**src/rtl/idxpair_pkg.sv**
```systemverilog
package idxpair_pkg;
  // per-byte action chosen by the control decoder
  typedef enum logic [1:0] {
    HOP_HOLD = 2'd0,
    HOP_LOAD = 2'd1,
    HOP_INC  = 2'd2,
    HOP_DEC  = 2'd3
  } half_op_e;
endpackage

```
**src/rtl/idxpair_half.sv**
```systemverilog
module idxpair_half #(
  parameter int W = 8
) (
  input  logic                  clk,
  input  logic                  rst,
  input  idxpair_pkg::half_op_e op,
  input  logic [W-1:0]          ld_val,
  output logic [W-1:0]          q
);
  import idxpair_pkg::*;

  logic [W-1:0] q_nxt;

  always_comb begin
    unique case (op)
      HOP_LOAD: q_nxt = ld_val;
      HOP_INC:  q_nxt = q + W'(1);
      HOP_DEC:  q_nxt = q - W'(1);
      default:  q_nxt = q;
    endcase
  end

  always_ff @(posedge clk) begin
    if (rst) q <= '0;
    else     q <= q_nxt;
  end


  rst_clear_chk: assert property (@(posedge clk) rst |=> q == '0);


  hold_stable_chk: assert property (@(posedge clk) disable iff (rst)
    op == HOP_HOLD |=> $stable(q));
endmodule

```
**src/rtl/idxpair_ctrl.sv**
```systemverilog
module idxpair_ctrl #(
  parameter int W = 8
) (
  input  logic                  ld_xy,
  input  logic                  ld_x,
  input  logic                  ld_y,
  input  logic                  xy_inc,
  input  logic                  xy_dec,
  input  logic                  x_inc,
  input  logic                  x_dec,
  input  logic                  y_inc,
  input  logic                  y_dec,
  input  logic [W-1:0]          y_q,
  output idxpair_pkg::half_op_e op_x,
  output idxpair_pkg::half_op_e op_y
);
  import idxpair_pkg::*;

  logic y_full, y_empty;
  assign y_full  = &y_q;
  assign y_empty = ~|y_q;

  // priority chain: word load, byte load, word step, byte step
  always_comb begin
    op_x = HOP_HOLD;
    op_y = HOP_HOLD;
    if (ld_xy) begin
      op_x = HOP_LOAD;
      op_y = HOP_LOAD;
    end else if (ld_x) begin
      op_x = HOP_LOAD;
    end else if (ld_y) begin
      op_y = HOP_LOAD;
    end else if (xy_inc) begin
      op_y = HOP_INC;
      op_x = y_full ? HOP_INC : HOP_HOLD;
    end else if (xy_dec) begin
      op_y = HOP_DEC;
      op_x = y_empty ? HOP_DEC : HOP_HOLD;
    end else if (x_inc) begin
      op_x = HOP_INC;
    end else if (x_dec) begin
      op_x = HOP_DEC;
    end else if (y_inc) begin
      op_y = HOP_INC;
    end else if (y_dec) begin
      op_y = HOP_DEC;
    end
  end
endmodule

```
**src/rtl/idxpair_drive.sv**
```systemverilog
module idxpair_drive #(
  parameter int W = 8
) (
  input  logic [2*W-1:0] word,
  input  logic           show_x,
  input  logic           show_y,
  input  logic           show_xy,
  output logic           dbus_oe,
  output logic [W-1:0]   dbus_out,
  output logic           abus_oe,
  output logic [2*W-1:0] abus_out
);
  assign dbus_oe = show_x | show_y;
  assign abus_oe = show_xy;

  always_comb begin
    if (show_x)      dbus_out = word[2*W-1:W];
    else if (show_y) dbus_out = word[W-1:0];
    else             dbus_out = '0;
    abus_out = show_xy ? word : '0;
  end
endmodule

```
**src/rtl/idxpair_reg.sv**
```systemverilog
module idxpair_reg #(
  parameter int HALF_W = 8
) (
  input  logic                clk,
  input  logic                rst,
  input  logic                ld_xy,
  input  logic                ld_x,
  input  logic                ld_y,
  input  logic                xy_inc,
  input  logic                xy_dec,
  input  logic                x_inc,
  input  logic                x_dec,
  input  logic                y_inc,
  input  logic                y_dec,
  input  logic                show_x,
  input  logic                show_y,
  input  logic                show_xy,
  input  logic [HALF_W-1:0]   dbus_in,
  input  logic [2*HALF_W-1:0] abus_in,
  output logic                dbus_oe,
  output logic [HALF_W-1:0]   dbus_out,
  output logic                abus_oe,
  output logic [2*HALF_W-1:0] abus_out
);
  import idxpair_pkg::*;

  localparam int WORD_W = 2 * HALF_W;
  localparam int NHALF  = 2;  // index 0 = Y (low), 1 = X (high)

  half_op_e          op_x, op_y;
  half_op_e          half_op [NHALF];
  logic [HALF_W-1:0] ld_val  [NHALF];
  logic [HALF_W-1:0] half_q  [NHALF];
  logic [WORD_W-1:0] xy;

  idxpair_ctrl #(.W(HALF_W)) u_ctrl (
    .ld_xy(ld_xy), .ld_x(ld_x), .ld_y(ld_y),
    .xy_inc(xy_inc), .xy_dec(xy_dec),
    .x_inc(x_inc), .x_dec(x_dec), .y_inc(y_inc), .y_dec(y_dec),
    .y_q(half_q[0]), .op_x(op_x), .op_y(op_y)
  );

  assign half_op[0] = op_y;
  assign half_op[1] = op_x;

  for (genvar i = 0; i < NHALF; i++) begin : g_half
    assign ld_val[i] = ld_xy ? abus_in[i*HALF_W +: HALF_W] : dbus_in;
    idxpair_half #(.W(HALF_W)) u_half (
      .clk(clk), .rst(rst), .op(half_op[i]), .ld_val(ld_val[i]), .q(half_q[i])
    );
  end

  assign xy = {half_q[1], half_q[0]};

  idxpair_drive #(.W(HALF_W)) u_drive (
    .word(xy), .show_x(show_x), .show_y(show_y), .show_xy(show_xy),
    .dbus_oe(dbus_oe), .dbus_out(dbus_out),
    .abus_oe(abus_oe), .abus_out(abus_out)
  );


  word_inc_carry_chk: assert property (@(posedge clk) disable iff (rst)
    (xy_inc && !ld_xy && !ld_x && !ld_y) |=> xy == $past(xy) + WORD_W'(1));


  word_dec_borrow_chk: assert property (@(posedge clk) disable iff (rst)
    (xy_dec && !xy_inc && !ld_xy && !ld_x && !ld_y) |=> xy == $past(xy) - WORD_W'(1));


  word_load_chk: assert property (@(posedge clk) disable iff (rst)
    ld_xy |=> xy == $past(abus_in));


  x_step_keeps_y_chk: assert property (@(posedge clk) disable iff (rst)
    ((x_inc || x_dec) && !ld_xy && !ld_x && !ld_y && !xy_inc && !xy_dec)
    |=> half_q[0] == $past(half_q[0]));


  y_step_keeps_x_chk: assert property (@(posedge clk) disable iff (rst)
    ((y_inc || y_dec) && !ld_xy && !ld_x && !ld_y && !xy_inc && !xy_dec && !x_inc && !x_dec)
    |=> half_q[1] == $past(half_q[1]));


  abus_idle_zero_chk: assert property (@(posedge clk) disable iff (rst)
    !abus_oe |-> abus_out == '0);


  dbus_idle_zero_chk: assert property (@(posedge clk) disable iff (rst)
    !dbus_oe |-> dbus_out == '0);
endmodule

```
**config.mk**
```make
export PLATFORM = sky130hd
export DESIGN_NAME = idxpair_reg
export DESIGN_NICKNAME = d
export VERILOG_FILES = /design/src/rtl/idxpair_pkg.sv /design/src/rtl/idxpair_half.sv /design/src/rtl/idxpair_ctrl.sv /design/src/rtl/idxpair_drive.sv /design/src/rtl/idxpair_reg.sv
export SDC_FILE = /design/constraint.sdc
export NUM_CORES = 1
export LEC_CHECK = 0
export ABC_AREA = 1
export BUFFER_PORTS_ARGS = -buffer_cell sky130_fd_sc_hd__buf_4
export CAP_MARGIN = 20
export CORE_ASPECT_RATIO = 0.8
export CORE_UTILIZATION = 46
export DETAILED_ROUTE_END_ITERATION = 7
export GPL_ROUTABILITY_DRIVEN = 0
export PLACE_DENSITY = 0.84
export SLEW_MARGIN = 20
export SYNTH_ARGS = -nofsm -noshare
export SYNTH_HDL_FRONTEND = slang
export SYNTH_SLANG_ARGS = --single-unit
```
**constraint.sdc**
```tcl
create_clock -name clk -period 2.6 [get_ports clk]
set_clock_uncertainty 0.15 [all_clocks]
set_input_delay 0.13 -clock clk [delete_from_list [all_inputs] [get_ports clk]]
set_output_delay 0.13 -clock clk [all_outputs]
set_load 0.01 [all_outputs]
```
=== Word level (Yosys, flattened, before mapping) ===
Index checks and enable logic that the tools add are counted.

* Output and inout port bits: 26
* Logic and storage cells: 42
* Input bits: 38
* Flip-flop bits (word level): 16

* Reduce and logical (&&, ||, !) cells: 4
* Muxes and demuxes: 25
* Equal/unequal tests: 6
* $add $sub $neg: 4
* Bitwise operators: 1

{| class="wikitable"
|+ Operators by type and width
! operator !! count
|-
| 8-bit case mux with 3 select lines || 2
|-
| 2-bit two-way mux || 18
|-
| 8-bit two-way mux || 4
|-
| 8-bit by 1-bit adder with 8-bit output, second input constant || 2
|-
| 16-bit two-way mux || 1
|-
| 8-bit by 1-bit subtractor with 8-bit output, second input constant || 2
|-
| 2-bit equality test, second input constant || 4
|-
| 8-bit AND reduction || 1
|-
| 8-bit OR reduction || 1
|-
| 3-bit nonzero test || 2
|-
| 2-bit by 1-bit equality test with 1-bit output, second input constant || 2
|-
| 1-bit OR || 1
|}

=== Depth between registers and ports, before layout ===
* Depth in word-level cells: 11
* Mapped depth: 18
* Gate-level depth less buffers: 18

=== By module ===
Synthesis repeated with hierarchy kept, for this count alone.

* Cell total of the unflattened synthesis: 419
* Area total of the unflattened synthesis: 2,202.1 um^2

{| class="wikitable"
|+ Modules (own cells, without submodules)
! module !! sequential area each (um^2) !! instances !! cells each !! area each (um^2)
|-
| idxpair_half || 160.2 || 2 || 132 || 763.2
|-
| idxpair_drive || 0.0 || 1 || 63 || 289.0
|-
| idxpair_ctrl || 0.0 || 1 || 49 || 206.4
|-
| idxpair_reg || 0.0 || 1 || 43 || 180.2
|}

=== Least setup slack after synthesis ===
Ideal clock, no wire load.

* Path type: reg2reg
* Start point: reg g_half[0].u_half.q[0]
* End point: reg g_half[1].u_half.q[4]
* Slack: 0.177 ns
* Cell stages (with the launch flop): 18
* Data required time: 2.318 ns
* Buffers on the path: 0
* Library setup time: 0.132 ns
* Arrival time: 2.142 ns
* Clock period less this slack: 2.423 ns
* Cells stage by stage: dfxtp_1 -> inv_2 -> nand2_1 -> nor2_1 -> nand2_2 -> nand3_2 -> nand2_2 -> clkinv_4 -> nand2_4 -> inv_1 -> ha_1 -> a21oi_1 -> o21ai_0 -> or2_2 -> nand3_1 -> o21ai_0 -> nand2_1 -> a21oi_1

* Longest elaborated chain between the ends: 9
* Elaborated cells on any way between the ends: 14
* Classes of those cells: 3 x eq/ne; 8 x mux; 3 x reduce/logical

{| class="wikitable"
|+ Ends and longest elaborated chain
! item !! RTL line !! RTL
|-
| start, declared || idxpair_half.sv:8 || <nowiki>output logic [W-1:0] q</nowiki>
|-
| start signal, assigned || idxpair_half.sv:25 || <nowiki>else q <= q_nxt;</nowiki>
|-
| 8-bit OR reduction || idxpair_ctrl.sv:21 || <nowiki>assign y_empty = ~|y_q;</nowiki>
|-
| 2-bit two-way mux || idxpair_ctrl.sv:39 || <nowiki>op_x = y_empty ? HOP_DEC : HOP_HOLD;</nowiki>
|-
| 2-bit two-way mux || idxpair_ctrl.sv:37 || <nowiki>end else if (xy_dec) begin</nowiki>
|-
| 2-bit two-way mux (*) || idxpair_ctrl.sv:34 || <nowiki>end else if (xy_inc) begin</nowiki>
|-
| 2-bit two-way mux (*) || idxpair_ctrl.sv:32 || <nowiki>end else if (ld_y) begin</nowiki>
|-
| 2-bit two-way mux (*) || idxpair_ctrl.sv:30 || <nowiki>end else if (ld_x) begin</nowiki>
|-
| 2-bit two-way mux (*) || idxpair_ctrl.sv:27 || <nowiki>if (ld_xy) begin</nowiki>
|-
| 2-bit equality test / 2-bit by 1-bit equality test with 1-bit output (equally long branches) || idxpair_half.sv:15 || <nowiki>unique case (op)</nowiki>
|-
| 8-bit case mux with 3 select lines / 3-bit nonzero test (equally long branches) || - ||
|-
| end signal, assigned || idxpair_half.sv:25 ||
|-
| end, declared || idxpair_half.sv:8 ||
|}

Every way passes the cells marked *; elsewhere a longest branch is shown, timed or not.
A chain may end at the register's enable or synchronous reset.

=== Worst setup path after layout ===
* Start point: reg g_half[0].u_half.q[1]
* End point: reg g_half[1].u_half.q[7]

The elaborated chain is that of the path after synthesis.

==> flow_summary_export.csv <==
group,metric,value,unit
cts,clkSinkCount,16,
finish,reg_top3,"g_half.u_half.q x16",
placed_design,portBuffers,63,
setup_path,worst_setup_path_end_kind,"flip-flop",
setup_path,crit_arrival,2.60,ns
setup_path,critical_path_depth,18,
drt,finalWirelength,6956,µm
finish,nets,468,
setup_path,worstReg2RegStart,"g_half[0].u_half.q[1]",
power_and_ir_drop,pwr-share-seq,0.309,
global_routing,grt_first_pass_wirelength,9680,µm
setup_path,cp-start-kind,"flip-flop",
synthesis,yosysUniqueCellTypes,34,
drt,vias,2601,
synthesis,synth_top_area_share,0.1813,
power_and_ir_drop,cellPowerDensity,345.6,nW/µm²
finish,n_antenna_cell,0,
setup_path,cp.required,2.65,ns
global_routing,antenna_found_initial,0,
global_routing,grt_overflow,0,
power_and_ir_drop,p_comb_frac,0.456,
global_routing,first_global_vias,2178,
setup_path,cpPeakStageDelay,0.36,ns
drt,first_pass_iters,7,
job,maxCapViolations,0,
setup_path,worst-path-buf-inv,5,
power_and_ir_drop,p_sw_frac,0.3720,
power_and_ir_drop,p_leak,0.001556,µW
cts,cts_buffers,3,
sta,max_clock_freq,391.6,MHz
cts,cts_root_buffer,"clkbuf_8",
sta,hold_violations,0,
finish,multiInputGateArea,1435,µm²
finish,regMostFlops,"g_half.u_half.q",
worst_hold_path,hp-start,"abus_in[13]",
drt,viasPerCell,5.534,
sta,rsz0062_at_grt,"true",
floorplan,dieArea,4450,µm²
floorplan,initial_core_util,0.4933,
drt,wl_per_cell,14.80,µm
synthesis,syn-mean-instance-area,5.853,µm²
sta,fin_crit,2.554,ns
setup_path,r2r_cells,18,
sta,fin_ws,0.04611,ns
synthesis,ys_seq_elements,16,
synthesis,synth.top_cells.by_area,"nand2_1 (18%), dfxtp_1 (17%), inv_1 (9.9%)",
setup_path,cpMostUsedCell,"nand2_2",
setup_path,rr_endpoint,"g_half[1].u_half.q[7]",
drt,drt-initial-drc-count,227,
placed_design,hpwl,4755,µm
sta,timing.final.crit_share,0.9823,
cts,clk_pin_slew,0.07,ns
drt,drc,0,
floorplan,die_y,59.87,µm
synthesis,yosys.cell_count.top_type,"nand2_1",
synthesis,netlist_area,1926,µm²
synthesis,syn_inst,329,
finish,final-seq-area,337.8,µm²
synthesis,synthFlopType,"dfxtp_1",
global_routing,grt_max_degree,18,
power_and_ir_drop,p_switching,361.9,µW
synthesis,synthTopCellsByCount,"nand2_1 (93), inv_1 (51), a21oi_1 (31), nand3_1 (22)",
floorplan,core,3904,µm²
setup_path,path_cells,"inv_2 > nand2_2 > nor2_2 > nand2_2 > nand3_2 > nand2_2 > clkinv_4 > nand2_8 > clkinvlp_4 > buf_6 > ha_4 > a21oi_1 > o21ai_1 > a31oi_2 > inv_1 > nand3_1 > nand3_1 > a21oi_2",
power_and_ir_drop,intPower,611.0,µW
global_routing,grt_use_total,0.2879,
cts,clock_path_buffers,2,
synthesis,synthArstFlopShare,0,
floorplan,io_pins,64,
sta,tightest_slew,0.4088,ns
cts,clk_latency,0.26,ns
floorplan,die_x,74.34,µm
sta,relSlewSlack,0.7246,
synthesis,synth_top_area_cell,"nand2_1",
worst_hold_path,holdPathEnd,"g_half[1].u_half.q[5]",
sta,setup_viol,0,
finish,largest_reg_flops,16,
finish,drive_gt1_frac,0.3759,
setup_path,rrSetupSlack,0.05,ns
cts,cts_tree,"built",
sta,drv_slew,0,
power_and_ir_drop,p_clk_frac,0.235,
synthesis,ys_seq_area_frac,0.1663,
worst_hold_path,holdPathStages,5,
floorplan,fp-row-count,20,
finish,fill_cells,316,
setup_path,cp_top_family,"buffers and inverters",
setup_path,critical_path_class,"reg -> reg",
power_and_ir_drop,vdd_drop_max,0.0002490,V
worst_hold_path,hold_class,"in -> reg",
setup_path,cp_max_fo,6,
run_status,run_status,"finished, final reports clean",
synthesis,synth_edf_count,0,
placed_design,place_ws,-0.01731,ns
synthesis,yosys_warnings,0,
finish,synthToLayoutAreaGrowth,46.20,%
finish,post-route-util,0.7212,
drt,drtAntennaViolNets,0,
setup_path,slowest_stage,"dfxtp_2",
cts,htreeDepth,1,
synthesis,synthesis.nets,381,
power_and_ir_drop,p_total,972.9,µW
==> worst register-to-register path, stage by stage, from the launching register on <==
cell and delay, ns:
dfxtp_2 0.36, inv_2 0.06, nand2_2 0.06, nor2_2 0.04, nand2_2 0.07, nand3_2 0.07, nand2_2 0.09, clkinv_4 0.07
nand2_8 0.09, clkinvlp_4 0.21, buf_6 0.19, ha_4 0.24, a21oi_1 0.12, o21ai_1 0.10, a31oi_2 0.20, inv_1 0.08
nand3_1 0.09, nand3_1 0.09, a21oi_2 0.11
==> worst max path at each step <==
stage                          startpoint               endpoint  slack, ns
global placement    g_half[0].u_half.q[1]  g_half[1].u_half.q[6]       0.09
finish              g_half[0].u_half.q[1]  g_half[1].u_half.q[7]       0.05
global route        g_half[0].u_half.q[6]  g_half[1].u_half.q[6]      -0.06
detailed placement  g_half[0].u_half.q[1]  g_half[1].u_half.q[6]      -0.02
floorplan           g_half[0].u_half.q[0]  g_half[1].u_half.q[4]       0.18
CTS                 g_half[0].u_half.q[1]  g_half[1].u_half.q[6]      0.004
==> placed cells by master (no fill, tap or decap), drive strengths merged, types with 2 or more instances in the layout <==
master  count
ha         12
nand4       3
o211ai      2
inv        54
o21ai      23
xnor2       3
nand2     101
xor2        3
a31oi       5
a211oi      5
a21oi      33
buf        91
nand3      24
nor2       22
fa          2
or2         5
dfxtp      16
clkbuf      4
==> layout make-up <==
type,instances,area share
timing repair buffer,92,0.2476
sequential,16,0.1200
tap,55,0.02444
clock buffer,4,0.01956
multi-input combinational,247,0.5098
inverter,56,0.07867
==> metal layers <==
metal  part of all wire  routed length (µm)  track usage  vias to the layer above
met2               0.46                3217       0.4779                      188
met1               0.40                2767       0.3773                     1154
met4              0.024                 167      0.06739                        0
li1                   -                   -            -                     1231
met3               0.12                 804      0.07083                       28
met5                  0                   0            0                        -
==> power groups by stage <==
stage / logic, µW / clock network (µW) / registers [µW]
finish: 443 / 229 / 301
CTS: 391 / 226 / 298
global route: 479 / 242 / 304
global placement: 370 / 0 / 299
floorplan: 220 / 0 / 296
detailed placement: 378 / 0 / 300
==> timing repair <==
item,4_1_cts,5_1_grt
hold buffers,1,0
pin swaps,2,17
setup buffers,1,11
endpoints found under the setup margin,3,6
resized for setup,9,32
hold endpoints to repair,7,0
cloned,0,0
==> metrics by stage <==
| step | setup TNS (ns) | area [µm²] | instances | hold WS, ns |
|---|---|---|---|---|
| floorplan | 0 | 1926 | 329 | 0.2018 |
| global placement | 0 | 2534 | 453 | 0.2331 |
| detailed placement | -0.03116 | 2534 | 453 | 0.2460 |
| CTS | 0 | 2665 | 459 | 0.1179 |
| global route | -0.2022 | 2815 | 470 | 0.1342 |
| finish | 0 | 2815 | 470 | 0.1135 |
==> logic make-up (layout without fill, tap and decap cells) <==
| logic type | count (synthesis) | in the layout | share of synthesized area |
|---|---|---|---|
| compound gates | 69 | 69 | 0.2066 |
| xor+xnor | 6 | 6 | 0.02730 |
| fa+ha+maj | 14 | 14 | 0.09876 |
| buf+inv | 66 | 152 | 0.1397 |
| flops | 16 | 16 | 0.1663 |
| simple gates | 158 | 158 | 0.3613 |
No activity file was read; power rests on OpenSTA's default activity.
